[src/rtl/cop_pkg.sv]
package cop_pkg;

    typedef enum logic {
        MODE_OFF = 1'b0,
        MODE_RUN = 1'b1
    } cop_mode_e;

    typedef struct packed {
        logic clear;   // restart write seen at the watchdog address
        logic rd_hit;  // read of the watchdog address
    } bus_evt_t;

    function automatic int unsigned period_ticks(
        input logic        short_sel,
        input int unsigned short_n,
        input int unsigned long_n
    );
        return short_sel ? short_n : long_n;
    endfunction

endpackage

[src/rtl/cop_decode.sv]
module cop_decode
    import cop_pkg::*;
#(
    parameter int unsigned     ADDR_W     = 16,
    parameter int unsigned     DATA_W     = 8,
    parameter logic [ADDR_W-1:0] CLEAR_ADDR = '1
) (
    input  logic [ADDR_W-1:0] addr_i,
    input  logic              wr_i,
    input  logic              rd_i,
    input  logic [DATA_W-1:0] vector_i,
    output bus_evt_t          evt_o,
    output logic [DATA_W-1:0] rdata_o
);

    logic hit;

    always_comb begin
        hit          = (addr_i == CLEAR_ADDR);
        evt_o.clear  = wr_i & hit;
        evt_o.rd_hit = rd_i & hit;
        rdata_o      = evt_o.rd_hit ? vector_i : '0;
    end

endmodule

[src/rtl/cop_counter.sv]
module cop_counter
    import cop_pkg::*;
#(
    parameter int unsigned SHORT_TICKS = 8176,
    parameter int unsigned LONG_TICKS  = 262128
) (
    input  logic      clk,
    input  logic      rst,
    input  cop_mode_e mode_i,
    input  bus_evt_t  evt_i,
    input  logic      tick_i,
    input  logic      rate_short_i,
    output logic      reset_req_o
);

    localparam int unsigned CW = $clog2(LONG_TICKS);
    localparam logic [CW-1:0] LONG_M1 = CW'(LONG_TICKS - 1);

    logic [CW-1:0] cnt_q;
    logic [CW-1:0] lim_m1;
    logic          at_limit;

    always_comb begin
        lim_m1   = CW'(period_ticks(rate_short_i, SHORT_TICKS, LONG_TICKS) - 1);
        at_limit = (cnt_q >= lim_m1);
    end

    always_ff @(posedge clk) begin
        if (rst) begin
            cnt_q       <= '0;
            reset_req_o <= 1'b0;
        end else begin
            reset_req_o <= 1'b0;
            if (mode_i == MODE_OFF || evt_i.clear) begin
                cnt_q <= '0;
            end else if (tick_i) begin
                if (at_limit) begin
                    cnt_q       <= '0;
                    reset_req_o <= 1'b1;
                end else begin
                    cnt_q <= cnt_q + 1'b1;
                end
            end
        end
    end

    initial begin
        if (SHORT_TICKS < 2 || SHORT_TICKS > LONG_TICKS)
            $error("cop_counter: SHORT_TICKS must be in 2..LONG_TICKS");
    end

    AST_PULSE_SINGLE: assert property (@(posedge clk) disable iff (rst)
        reset_req_o |=> !reset_req_o);

    AST_CNT_RANGE: assert property (@(posedge clk) disable iff (rst)
        cnt_q <= LONG_M1);

    AST_OFF_SILENT: assert property (@(posedge clk) disable iff (rst)
        (mode_i == MODE_OFF) |=> (!reset_req_o && cnt_q == '0));

    AST_CLEAR_ZERO: assert property (@(posedge clk) disable iff (rst)
        evt_i.clear |=> (!reset_req_o && cnt_q == '0));

    AST_IDLE_HOLD: assert property (@(posedge clk) disable iff (rst)
        (mode_i == MODE_RUN && !evt_i.clear && !tick_i)
            |=> ($stable(cnt_q) && !reset_req_o));

    AST_READ_INERT: assert property (@(posedge clk) disable iff (rst)
        (evt_i.rd_hit && !evt_i.clear && !tick_i && mode_i == MODE_RUN)
            |=> $stable(cnt_q));

endmodule

[src/rtl/cop_watchdog.sv]
module cop_watchdog
    import cop_pkg::*;
#(
    parameter int unsigned ADDR_W      = 16,
    parameter int unsigned DATA_W      = 8,
    parameter int unsigned SHORT_TICKS = 8176,
    parameter int unsigned LONG_TICKS  = 262128
) (
    input  logic              clk,
    input  logic              rst,
    input  logic              tick,
    input  logic              rate_short,
    input  logic              cop_off,
    input  logic              monitor_hv,
    input  logic [ADDR_W-1:0] bus_addr,
    input  logic              bus_wr,
    input  logic              bus_rd,
    input  logic [DATA_W-1:0] bus_wdata,
    input  logic [DATA_W-1:0] vector_lo,
    output logic [DATA_W-1:0] bus_rdata,
    output logic              reset_req
);

    localparam logic [ADDR_W-1:0] CLEAR_ADDR = '1;

    bus_evt_t  evt;
    cop_mode_e mode;
    logic      wdata_unused;

    always_comb begin
        mode         = (cop_off || monitor_hv) ? MODE_OFF : MODE_RUN;
        wdata_unused = ^bus_wdata;  // data value never matters for a restart
    end

    cop_decode #(
        .ADDR_W     (ADDR_W),
        .DATA_W     (DATA_W),
        .CLEAR_ADDR (CLEAR_ADDR)
    ) u_decode (
        .addr_i   (bus_addr),
        .wr_i     (bus_wr),
        .rd_i     (bus_rd),
        .vector_i (vector_lo),
        .evt_o    (evt),
        .rdata_o  (bus_rdata)
    );

    cop_counter #(
        .SHORT_TICKS (SHORT_TICKS),
        .LONG_TICKS  (LONG_TICKS)
    ) u_counter (
        .clk          (clk),
        .rst          (rst),
        .mode_i       (mode),
        .evt_i        (evt),
        .tick_i       (tick),
        .rate_short_i (rate_short),
        .reset_req_o  (reset_req)
    );

    AST_MON_OFF: assert property (@(posedge clk) disable iff (rst)
        monitor_hv |=> !reset_req);

    AST_RD_PASS: assert property (@(posedge clk) disable iff (rst)
        (bus_rd && bus_addr == CLEAR_ADDR) |-> (bus_rdata == vector_lo));

    AST_RD_IDLE: assert property (@(posedge clk) disable iff (rst)
        !bus_rd |-> (bus_rdata == '0));

endmodule

[config.mk]
export PLATFORM = sky130hd
export DESIGN_NAME = cop_watchdog
export DESIGN_NICKNAME = d
export VERILOG_FILES = /design/src/rtl/cop_pkg.sv /design/src/rtl/cop_decode.sv /design/src/rtl/cop_counter.sv /design/src/rtl/cop_watchdog.sv
export SDC_FILE = /design/constraint.sdc
export NUM_CORES = 1
export LEC_CHECK = 0
export ABC_CLOCK_PERIOD_IN_PS = 1800
export BUFFER_PORTS_ARGS = -buffer_cell sky130_fd_sc_hd__buf_2
export CAP_MARGIN = 20
export CORE_ASPECT_RATIO = 2
export CORE_UTILIZATION = 42
export DETAILED_ROUTE_END_ITERATION = 8
export PLACE_DENSITY = 0.85
export SETUP_SLACK_MARGIN = 0.4
export SYNTH_ARGS = -nofsm -noshare
export SYNTH_HDL_FRONTEND = slang
export SYNTH_SLANG_ARGS = --single-unit
[constraint.sdc]
create_clock -name clk -period 1.8 [get_ports clk]
set_input_delay 0.54 -clock clk [delete_from_list [all_inputs] [get_ports clk]]
set_output_delay 0.54 -clock clk [all_outputs]
set_load 0.01 [all_outputs]
[After elaboration in Yosys (flattened, before gate mapping)]
Index checks and enable logic that the tools add are counted.
Word-level totals
  bits in registers: 19
Cells by class
  $add $sub $neg: 2
  magnitude comparators: 1
  equal/unequal tests: 1
  mux-type cells: 4
  bitwise logic cells: 3
  reductions and logical operators: 4
Operators with widths (number)
  two-way mux 18 bit: 2
  adder 18 x 1 -> 18 bit (second input constant): 1
  >= comparator 18 bit: 1
  subtractor 18 x 1 -> 18 bit (second input constant): 1
  == test 16 bit (second input constant): 1
  two-way mux 8 bit: 1
  OR reduction 3 bit: 1
  AND 1 bit: 2
  logical OR 1 bit: 2
  OR reduction 2 bit: 1
  two-way mux 1 bit: 1
  NOT 1 bit: 1

[Logic depth before layout (Yosys ltp)]
Gate-level depths: netlist of run 1.
  word-level depth: 4
  gate-level depth with buffers: 7

[Cells and area by module]
A second synthesis of run 1 with hierarchy kept.
Second synthesis, totals
  cells, all modules: 131
  area, all modules: 1123.6 um^2
By module, submodules not included
  cop_counter: times used 1, cells an instance 115, area an instance 1002.2 um^2
  cop_decode: times used 1, cells an instance 15, area an instance 117.6 um^2
  cop_watchdog: times used 1, cells an instance 1, area an instance 3.8 um^2

[Least setup slack after synthesis of run 1]
Ideal clock, no wire load.
  path type: input -> output
  start: in bus_addr[9]
  end: out bus_rdata[0]
  arrival: 1360 ps
  slack: -100 ps
  stages on the path: 3
  path buffers: 0
  cells stage by stage: nand4_1 nor4_4 and3_1
On the way
  word-level cells in the longest chain between the ends: 3
Ends and longest elaborated chain
  start: declaration: line cop_watchdog.sv:15  | input logic [ADDR_W-1:0] bus_addr,
  == test 16 bit: line cop_decode.sv:19  | hit = (addr_i == CLEAR_ADDR);
  AND 1 bit: line cop_decode.sv:21  | evt_o.rd_hit = rd_i & hit;
  two-way mux 8 bit: line cop_decode.sv:22  | rdata_o = evt_o.rd_hit ? vector_i : '0;
  end: declaration: line cop_watchdog.sv:20  | output logic [DATA_W-1:0] bus_rdata,
Every way passes these cells.

[Final worst setup path of run 1]
  start: in bus_addr[4]
  end: out bus_rdata[0]
Same word-level chain as after synthesis.

==> results of run 1 <==
-- worst max path at each step --
stage / start / to
finish: bus_addr[4] / bus_rdata[0]
global route: bus_addr[4] / bus_rdata[0]
CTS: bus_addr[14] / bus_rdata[6]
detailed placement: bus_addr[9] / bus_rdata[6]
global placement: bus_addr[9] / bus_rdata[6]
floorplan: bus_addr[9] / bus_rdata[0]
-- sequential cells by signal, indices dropped and copies added (netlist names) --
name,cells
u_counter.cnt_q,18
u_counter.reset_req_o,1
-- through the flow --
stage | utilization | power, uW | std cells
2_1_floorplan | - | 460 | 134
3_3_place_gp | 0.587 | 506 | 205
3_5_place_dp | 0.587 | 510 | 205
4_1_cts | 0.701 | 830 | 213
5_1_grt | 0.727 | 872 | 215
6_report | 0.727 | 850 | 215
-- synth_stat cells (all sizes together) (2+ instances only) --
library cell	n	area, sq um
and2	2	12.5
a21oi	4	31.3
dfxtp	19	380
xor2	5	43.8
nand4	7	50.1
nor2	18	72.6
inv	4	15.0
xnor2	8	70.1
and3	12	80.1
nand2	12	45.0
ha	6	75.1
o211ai	3	22.5
nor3	8	55.1
nor4	2	33.8
o21ai	5	36.3
nand3	9	57.6
-- per-layer routing --
metal  part of all wire  global-route usage  routed length (um)  up-vias
met3              0.031              0.0379                 129       19
met5                  0                   0                   0        -
met2               0.58               0.510                2400       45
met1               0.34               0.292                1420      618
li1                   -                   -                   -      586
met4              0.040               0.152                 165        0
-- power by group through the flow --
stage | registers (uW) | clock network, uW | logic, uW
4_1_cts | 422 | 307 | 101
3_5_place_dp | 431 | 0 | 78.2
3_3_place_gp | 431 | 0 | 74.3
5_1_grt | 422 | 334 | 116
2_1_floorplan | 431 | 0 | 28.4
6_report | 422 | 317 | 111
-- critical path: cells and delay by family --
kind / cells / cell delay [ps]
buf+inv: 3 / 400
simple gates: 3 / 660
-- area by class of cell --
class,count,area (sq um)
fill,174,709
clock inverter,1,7.51
inverter,5,18.8
clock buffer,3,41.3
timing repair buffer,50,410
multi-input combinational,109,995
sequential,19,385
tap,28,35.0
-- cell families (layout without fill, tap and decap cells) --
logic type | Yosys count | count (layout) | synth area share
compound gates | 16 | 16 | 0.105
xor+xnor | 13 | 13 | 0.0977
fa+ha+maj | 6 | 6 | 0.0644
buf+inv | 6 | 59 | 0.0258
flops | 19 | 19 | 0.327
simple gates | 74 | 74 | 0.380
-- timing repair --
item / 4_1_cts / 5_1_grt
buffers inserted: 2 / 2
endpoints found under the hold margin: 0 / 0
endpoints found under the setup margin: 27 / 27
gates resized for setup: 47 / 13
cloned: 2 / 0
pin swaps: 14 / 13
==> results.ini, run 1 <==
[run_status]
status = finished with violations
failed_checks = setup timing

[grt]
grt_pass1_vias = 1375
grt_pass1_wl_um = 6220
grt-ovfl-total = 0
antenna_found_initial = 0
grt_usage = 0.287
grt_max_degree = 13

[synthesis]
synth-main-ff-cell = dfxtp_1
synth_edf_count = 0
synth_area_sq_um = 1160
synthArstFlopShare = 0
synthCells = 134
synth_cell_types = 35
ys_warn_count = 0
syn_nets = 180
avgSynthCellArea_sq_um = 8.69
ys_seq_elements = 19
ys_seq_area_frac = 0.327

[clock_network]
cts_max_level = 1
clockRootBuffer = clkbuf_8
clock_latency_ps = 270
clockBufferDepth = 2
ctsHoldBuffers = 0
cts_tree = done
cts.sinks = 19
cts_made_buffers = 3
cts.reportedPaths.clkPinSlew_ps = 80

[timing]
report.final.hold_viol_count = 0
rsz0062_at_grt = true
finClkSkew_ps = 7.63
fin_ws_ps = -341
clock.fmax_ghz = 0.467
slew_headroom = 0.671
setup_violations = 8
fin_tns_setup_ps = -2570
maxSlewViolCount = 0
worst_pin_slew_ps = 489
finalCriticalPeriod_ps = 2140
hold-worst-slack_ps = 520
fin_crit_sh = 1.19

[floorplanning]
die-height_um = 76.5
design.core.area_sq_um = 2600
die_w_um = 39.2
die_area_sq_um = 3000
io_pins = 49
initial_core_util = 0.448
rows = 26

[power_and_ir_drop]
leakage_uw = 0.000688
pwr-share-seq = 0.496
clock_power_share = 0.373
ir_drop_v = 0.000602
switching_power_uw = 212
powerDensity_nw_per_um2 = 449
power_frac_comb = 0.130
swShare = 0.250
internal_power_uw = 637

[critical_path]
crit_top_cell = buf_2
crit_required_ps = 1260
cpPeakStageDelay_ps = 350
cp_data_arrival_time_ps = 1600
crit_type = input port to primary output
cp-start-kind = input port
r2r_slack_ps = 110
slowest_stage = nor4_4
endpoint_kind = primary output
worstReg2RegStart = u_counter.cnt_q[1]
ff2ff_path_depth = 7
reg2reg_to = u_counter.cnt_q[13]
cp_max_fo = 4
critical_path.cell_chain = buf_6 -> nand4_1 -> nor4_4 -> buf_2 -> and3_1 -> buf_2

[layout]
nNetsFinal = 234
num_antenna_cells = 0
syn_to_final_growth_pct = 62.5
final_common_cell = buf_2
layout-drive-gt1-share = 0.561
layout_common_cells = buf_2 (27), buf_6 (16), dfxtp_1 (15), nand2_1 (10), nor2_4 (10)
fin_area_sq_um = 1890

[flow_run]
drv_cap = 0

[route]
drt-total-wl_um = 4110
first_pass_iters = 4
vias_per_cell = 5.90
vias = 1268
drt_iter0_drc = 19
post_drt_wl_per_cell_um = 19.1
drc = 0
final_antenna_net_count = 0

[place]
place_hpwl_um = 2500
port_buffers = 40
placed_cell_area_sq_um = 1530
place_ws_ps = -334
place_congestion = 0.869

[min_path]
worstHoldStart = u_counter.cnt_q[0]
holdPathStages = 2
min_to = u_counter.cnt_q[0]
hp-class = flip-flop to flip-flop

(Power assumes the default switching activity.)
==> run 2, diff against run 1 <==
--- a/config.mk
+++ b/config.mk
@@ -5,13 +5,14 @@
 export SDC_FILE = /design/constraint.sdc
 export NUM_CORES = 1
 export LEC_CHECK = 0
+export ABC_AREA = 1
 export ABC_CLOCK_PERIOD_IN_PS = 1800
 export BUFFER_PORTS_ARGS = -buffer_cell sky130_fd_sc_hd__buf_2
 export CAP_MARGIN = 20
 export CORE_ASPECT_RATIO = 2
-export CORE_UTILIZATION = 42
+export CORE_UTILIZATION = 43
 export DETAILED_ROUTE_END_ITERATION = 8
-export PLACE_DENSITY = 0.85
+export PLACE_DENSITY = 0.86
 export SETUP_SLACK_MARGIN = 0.4
 export SYNTH_ARGS = -nofsm -noshare
 export SYNTH_HDL_FRONTEND = slang
==> run 2 against run 1 <==
  * Power rose by 0.10%
  * Combinational power grew 19%
  * Largest cell class unchanged
  * Fmax grew 7.6%
  * The flow still finishes with violations (setup timing)
  * Hold slack better by 14 ps
  * Largest power group unchanged
  * Global-route usage fell by 3.3 points
  * Final area rose by 5.5%
  * Synthesized cell count rose by 41%
==> results.ini, run 2 <==
[timing]
slew_headroom = 0.832
clock.fmax_ghz = 0.503
setup_violations = 8
rsz0062_at_grt = true
worst_pin_slew_ps = 251
fin_crit_sh = 1.11
fin_tns_setup_ps = -1320
maxSlewViolCount = 0
finClkSkew_ps = 4.96
hold-worst-slack_ps = 534
fin_ws_ps = -190
finalCriticalPeriod_ps = 1990
report.final.hold_viol_count = 0

[layout]
final_cell_count_no_fill = 266
nNetsFinal = 284
layout_common_cells = nand2_1 (34), nor2_1 (30), buf_6 (23), inv_1 (22), buf_2 (18)
syn_to_final_growth_pct = 64.4
layout-drive-gt1-share = 0.456
largest-register = u_counter.cnt_q
multi_input_area_sq_um = 1040
fillers = 177
largest_reg_flops = 18
top_regs = u_counter.cnt_q (18), u_counter.reset_req_o (1)
num_antenna_cells = 0
regArea_sq_um = 388
final_common_cell = nand2_1
final_util = 0.739

[power_and_ir_drop]
power_uw = 851
leakage_uw = 0.000789
ir_drop_v = 0.000432
powerDensity_nw_per_um2 = 426

[route]
post_drt_wl_per_cell_um = 15.7
first_pass_iters = 4
final_antenna_net_count = 0
vias_per_cell = 5.30
drt_iter0_drc = 49
drc = 0
drt-total-wl_um = 4170
vias = 1409

[clock_network]
cts.reportedPaths.clkPinSlew_ps = 70
clock_latency_ps = 260
ctsHoldBuffers = 0
cts_tree = done
clockBufferDepth = 2
cts_max_level = 1
cts.sinks = 19
cts_made_buffers = 3
clockRootBuffer = clkbuf_8

[synthesis]
synth.most_common_cell = nand2_1
synthArstFlopShare = 0
synth_cell_types = 20
synth-main-ff-cell = dfxtp_1
ys_top_cells_by_area = dfxtp_1 (31%), nand2_1 (15%), nor2_1 (15%)
avgSynthCellArea_sq_um = 6.43
syn_nets = 235
synthCells = 189
ys_seq_elements = 19
yosys.area.top_type = dfxtp_1
synth_top_cells_by_count = nand2_1 (50), nor2_1 (49), inv_1 (24)
ys_warn_count = 0
ys_seq_area_frac = 0.313
yosysTopAreaCellShare = 0.313
synth_edf_count = 0
synth_area_sq_um = 1210

[run_status]
status = finished with violations
failed_checks = setup timing

[grt]
grt_max_degree = 12
grt_pass1_wl_um = 5460
grt-ovfl-total = 0
antenna_found_initial = 0
grt_util_met2 = 0.428
grt_pass1_vias = 1370
grt_usage = 0.253
busiest_layer = met2
use_met3 = 0.0636
grtUsageMet1 = 0.220

[min_path]
hp-class = flip-flop to flip-flop

[flow_run]
drv_cap = 0

[place]
port_buffers = 40
dp_cells = 258
place_congestion = 0.935
place_hpwl_um = 2250

[critical_path]
cp-start-kind = input port
crit_type = input port to primary output
endpoint_kind = primary output
crit_required_ps = 1260
cp_max_fo = 8
cp_data_arrival_time_ps = 1450
r2r_slack_ps = 230

[floorplanning]
rows = 27
die_w_um = 39.6
die-height_um = 77.2
io_pins = 49
design.core.area_sq_um = 2700
die_area_sq_um = 3050
initial_core_util = 0.450

run 2: changes by cell type in the layout (fill, tap and decap cells not counted), moves of 6 or more:
cell	previous run	this run
and3_4	7	0
buf_2	27	18
buf_6	16	23
inv_1	2	22
nand2_1	10	34
nand2_2	1	10
nor2_1	8	30
nor2_2	0	6
nor2_4	10	16
run 2: layout make-up:
class | count | area share
inverters | 24 | 0.0470
well taps | 29 | 0.0182
flip-flops and latches | 19 | 0.194
clock buffers | 3 | 0.0207
multi-input cells | 145 | 0.521
clock inverters | 1 | 0.00251
repair buffers | 45 | 0.196
run 2: power breakdown:
| part | leakage (uW) | switching (uW) | internal (uW) |
|---|---|---|---|
| registers | 0.000156 | 0.807 | 421 |
| logic | 0.000607 | 62.8 | 69.6 |
| clock network | 0.0000255 | 142 | 154 |
run 2: per-layer routing:
layer | share of wire | vias up
li1 | - | 676
met1 | 0.31 | 646
met2 | 0.58 | 59
met3 | 0.035 | 28
met4 | 0.075 | 0
met5 | 0 | -
run 2: stage by stage:
stage / cell area (sq um) / worst slack, ps
global placement: 1570 / -145
global route: 2000 / -233
finish: 2000 / -190
floorplan: 1330 / 104
detailed placement: 1570 / -217
CTS: 1780 / -131
run 2: final timing paths:
check                       from                 end  depth (start not counted)
max                  bus_addr[3]        bus_rdata[3]                          8
min           u_counter.cnt_q[0]  u_counter.cnt_q[0]                          2
max reg2reg  u_counter.cnt_q[15]  u_counter.cnt_q[6]                         11
min reg2reg   u_counter.cnt_q[0]  u_counter.cnt_q[0]                          2
run 2: cells by family (layout without fill, tap and decap cells):
logic type | after synthesis | count (layout) | synth area share
multiplexers | 1 | 1 | 0.00824
AND/OR/NAND/NOR | 119 | 120 | 0.410
AO/OA/AOI/OAI | 6 | 6 | 0.0309
flip-flops | 19 | 19 | 0.313
XOR/XNOR | 12 | 12 | 0.0865
adder cells (fa/ha/maj) | 6 | 6 | 0.0618
buffers and inverters | 26 | 73 | 0.0896
run 2: critical path, stage by stage:
cell and delay (ps):
buf_6 70, nand2_2 50, nor2_1 140, nand2_1 110
nor2_4 170, nand2_8 130, nor2_4 130, buf_6 110
run 2: repair_timing:
action                                  in CTS  in global routing
gates cloned                                 1                  0
gates resized for setup                     32                 47
pin swaps                                   25                 25
endpoints found under the setup margin      27                 27
buffers inserted                             1                  2
==> run 3, diff against run 2 <==
--- a/config.mk
+++ b/config.mk
@@ -13,6 +13,7 @@
 export CORE_UTILIZATION = 43
 export DETAILED_ROUTE_END_ITERATION = 8
 export PLACE_DENSITY = 0.86
+export REMOVE_ABC_BUFFERS = 1
 export SETUP_SLACK_MARGIN = 0.4
 export SYNTH_ARGS = -nofsm -noshare
 export SYNTH_HDL_FRONTEND = slang
==> run 3 against run 2 <==
  * The run still ends with setup timing left
  * Critical path depth unchanged
  * Hold slack improved by 24 ps
  * Die area unchanged
  * Power decreased by 0.83%
  * Register-to-register slack got worse by 50 ps
  * Global-route usage increased by 2.4 points
  * Combinational power decreased by 7%
  * Fmax increased by 1.1%
  * Clock power about the same
  * Worst setup slack improved by 21 ps
  * Highest routed layer unchanged
==> results.ini, run 3 (synthesis gave the netlist of run 2 again) <==
[run_status]
status = finished with violations
failed_checks = setup timing

[place]
place_hpwl_um = 2120
port_buffers = 40
place_ws_ps = -200
place_congestion = 0.903

[critical_path]
slowest_stage = buf_2
cpPeakStageDelay_ps = 170
cp_data_arrival_time_ps = 1430
endpoint_kind = primary output
crit_required_ps = 1260
critical_path.cell_chain = buf_6 -> nand2_2 -> nor2_1 -> nand2_1 -> nor2_4 -> nand2_4 -> nor2_1 -> buf_2
crit_type = input port to primary output
cp-start-kind = input port
cp_max_fo = 8
crit_top_cell = nor2_1

[layout]
num_antenna_cells = 0
syn_to_final_growth_pct = 61.1
layout_common_cells = nand2_1 (34), nor2_1 (29), buf_2 (24), inv_1 (22), buf_6 (19)
final_common_cell = nand2_1
final_util = 0.724
layout-drive-gt1-share = 0.452
largest-register = u_counter.cnt_q
largest_reg_flops = 18
top_regs = u_counter.cnt_q (18), u_counter.reset_req_o (1)
nNetsFinal = 286

[route]
vias_per_cell = 5.22
drc = 0
final_antenna_net_count = 0
drt_iter0_drc = 50
first_pass_iters = 4
vias = 1399
drt-total-wl_um = 4040
post_drt_wl_per_cell_um = 15.1

[grt]
grt-ovfl-total = 0
grt_usage = 0.278
grt_pass1_vias = 1429
antenna_found_initial = 0
grt_pass1_wl_um = 6090
grt_max_degree = 11

[flow_run]
drv_cap = 0

[clock_network]
clock_latency_ps = 260
cts_tree = done
cts_made_buffers = 3
cts.reportedPaths.clkPinSlew_ps = 70
cts_max_level = 1
cts.sinks = 19
clockBufferDepth = 2
clockRootBuffer = clkbuf_8

[floorplanning]
die_area_sq_um = 3050
io_pins = 49
design.core.area_sq_um = 2700
rows = 27
die-height_um = 77.2
initial_core_util = 0.450
die_w_um = 39.6

[timing]
worst_pin_slew_ps = 579
rsz0062_at_grt = true
finClkSkew_ps = 2.53
report.final.hold_viol_count = 0
maxSlewViolCount = 0
setup_violations = 8
clock.fmax_ghz = 0.508
finalCriticalPeriod_ps = 1970
fin_crit_sh = 1.09
fin_ws_ps = -169
slew_headroom = 0.611

[power_and_ir_drop]
powerDensity_nw_per_um2 = 431
internal_power_uw = 647
leakage_uw = 0.000800
power_frac_comb = 0.146
pwr-share-seq = 0.500
ir_drop_v = 0.000514
clock_power_share = 0.354
swShare = 0.233
switching_power_uw = 197

[min_path]
hp-class = flip-flop to flip-flop

-- run 3: cell count changes in the layout (fill, tap and decap cells not counted), moves of 2 or more --
cell / before / now
nor2_2: 6 / 12
nand2_4: 6 / 4
nor2_4: 16 / 11
dfxtp_2: 6 / 4
dfxtp_1: 13 / 15
buf_6: 23 / 19
buf_2: 18 / 24
nand2_2: 10 / 12
-- run 3: what timing repair did --
item,4_1_cts,5_1_grt
hold buffers,0,0
endpoints found under the setup margin,27,27
buffers inserted,5,0
gates resized for setup,55,42
pin swaps,29,15
gates cloned,1,0
-- run 3: path summary, 6_finish.rpt --
kind / cells past startpoint / slack [ps] / start / to
max reg2reg: 10 / 180 / u_counter.cnt_q[17] / u_counter.cnt_q[13]
min: 2 / 560 / u_counter.cnt_q[0] / u_counter.cnt_q[0]
max: 8 / -170 / bus_addr[8] / bus_rdata[3]
min reg2reg: 2 / 560 / u_counter.cnt_q[0] / u_counter.cnt_q[0]
-- run 3: metrics by stage --
| step | setup TNS [ps] | area, sq um | power [uW] | hold WS (ps) | std cells |
|---|---|---|---|---|---|
| 2_1_floorplan | 0 | 1200 | 454 | 503 | 187 |
| 3_3_place_gp | -2980 | 1450 | 494 | 517 | 258 |
| 3_5_place_dp | -4020 | 1450 | 496 | 537 | 258 |
| 4_1_cts | -286 | 1800 | 827 | 554 | 268 |
| 5_1_grt | -1740 | 1960 | 875 | 592 | 268 |
| 6_report | -630 | 1960 | 844 | 558 | 268 |
-- run 3: worst max-delay path: cells and delay by family --
kind / cells / cell delay (ps)
buffers and inverters: 2 / 240
AND/OR/NAND/NOR: 6 / 640
-- run 3: final cells by class --
type | instances | area, sq um
clock buffers | 4 | 45.0
multi-input cells | 145 | 1010
repair buffers | 47 | 377
inverters | 24 | 103
well taps | 29 | 36.3
flip-flops and latches | 19 | 385
fillers | 186 | 746
-- run 3: layer usage --
layer  part of all wire  vias to the layer above  global-route usage  wire (um)
met5                  0                        -                   0          0
met4              0.060                        0               0.179        241
met3              0.020                       24              0.0520         79
met2               0.57                       46               0.485       2300
met1               0.35                      643               0.264       1420
li1                   -                      686                   -          -
-- run 3: power groups by stage --
stage	Combinational (uW)	Sequential (uW)	Clock, uW
detailed placement	64.7	431	0
CTS	104	422	302
global route	133	421	320
finish	123	422	299
global placement	62.6	431	0
floorplan	22.5	431	0
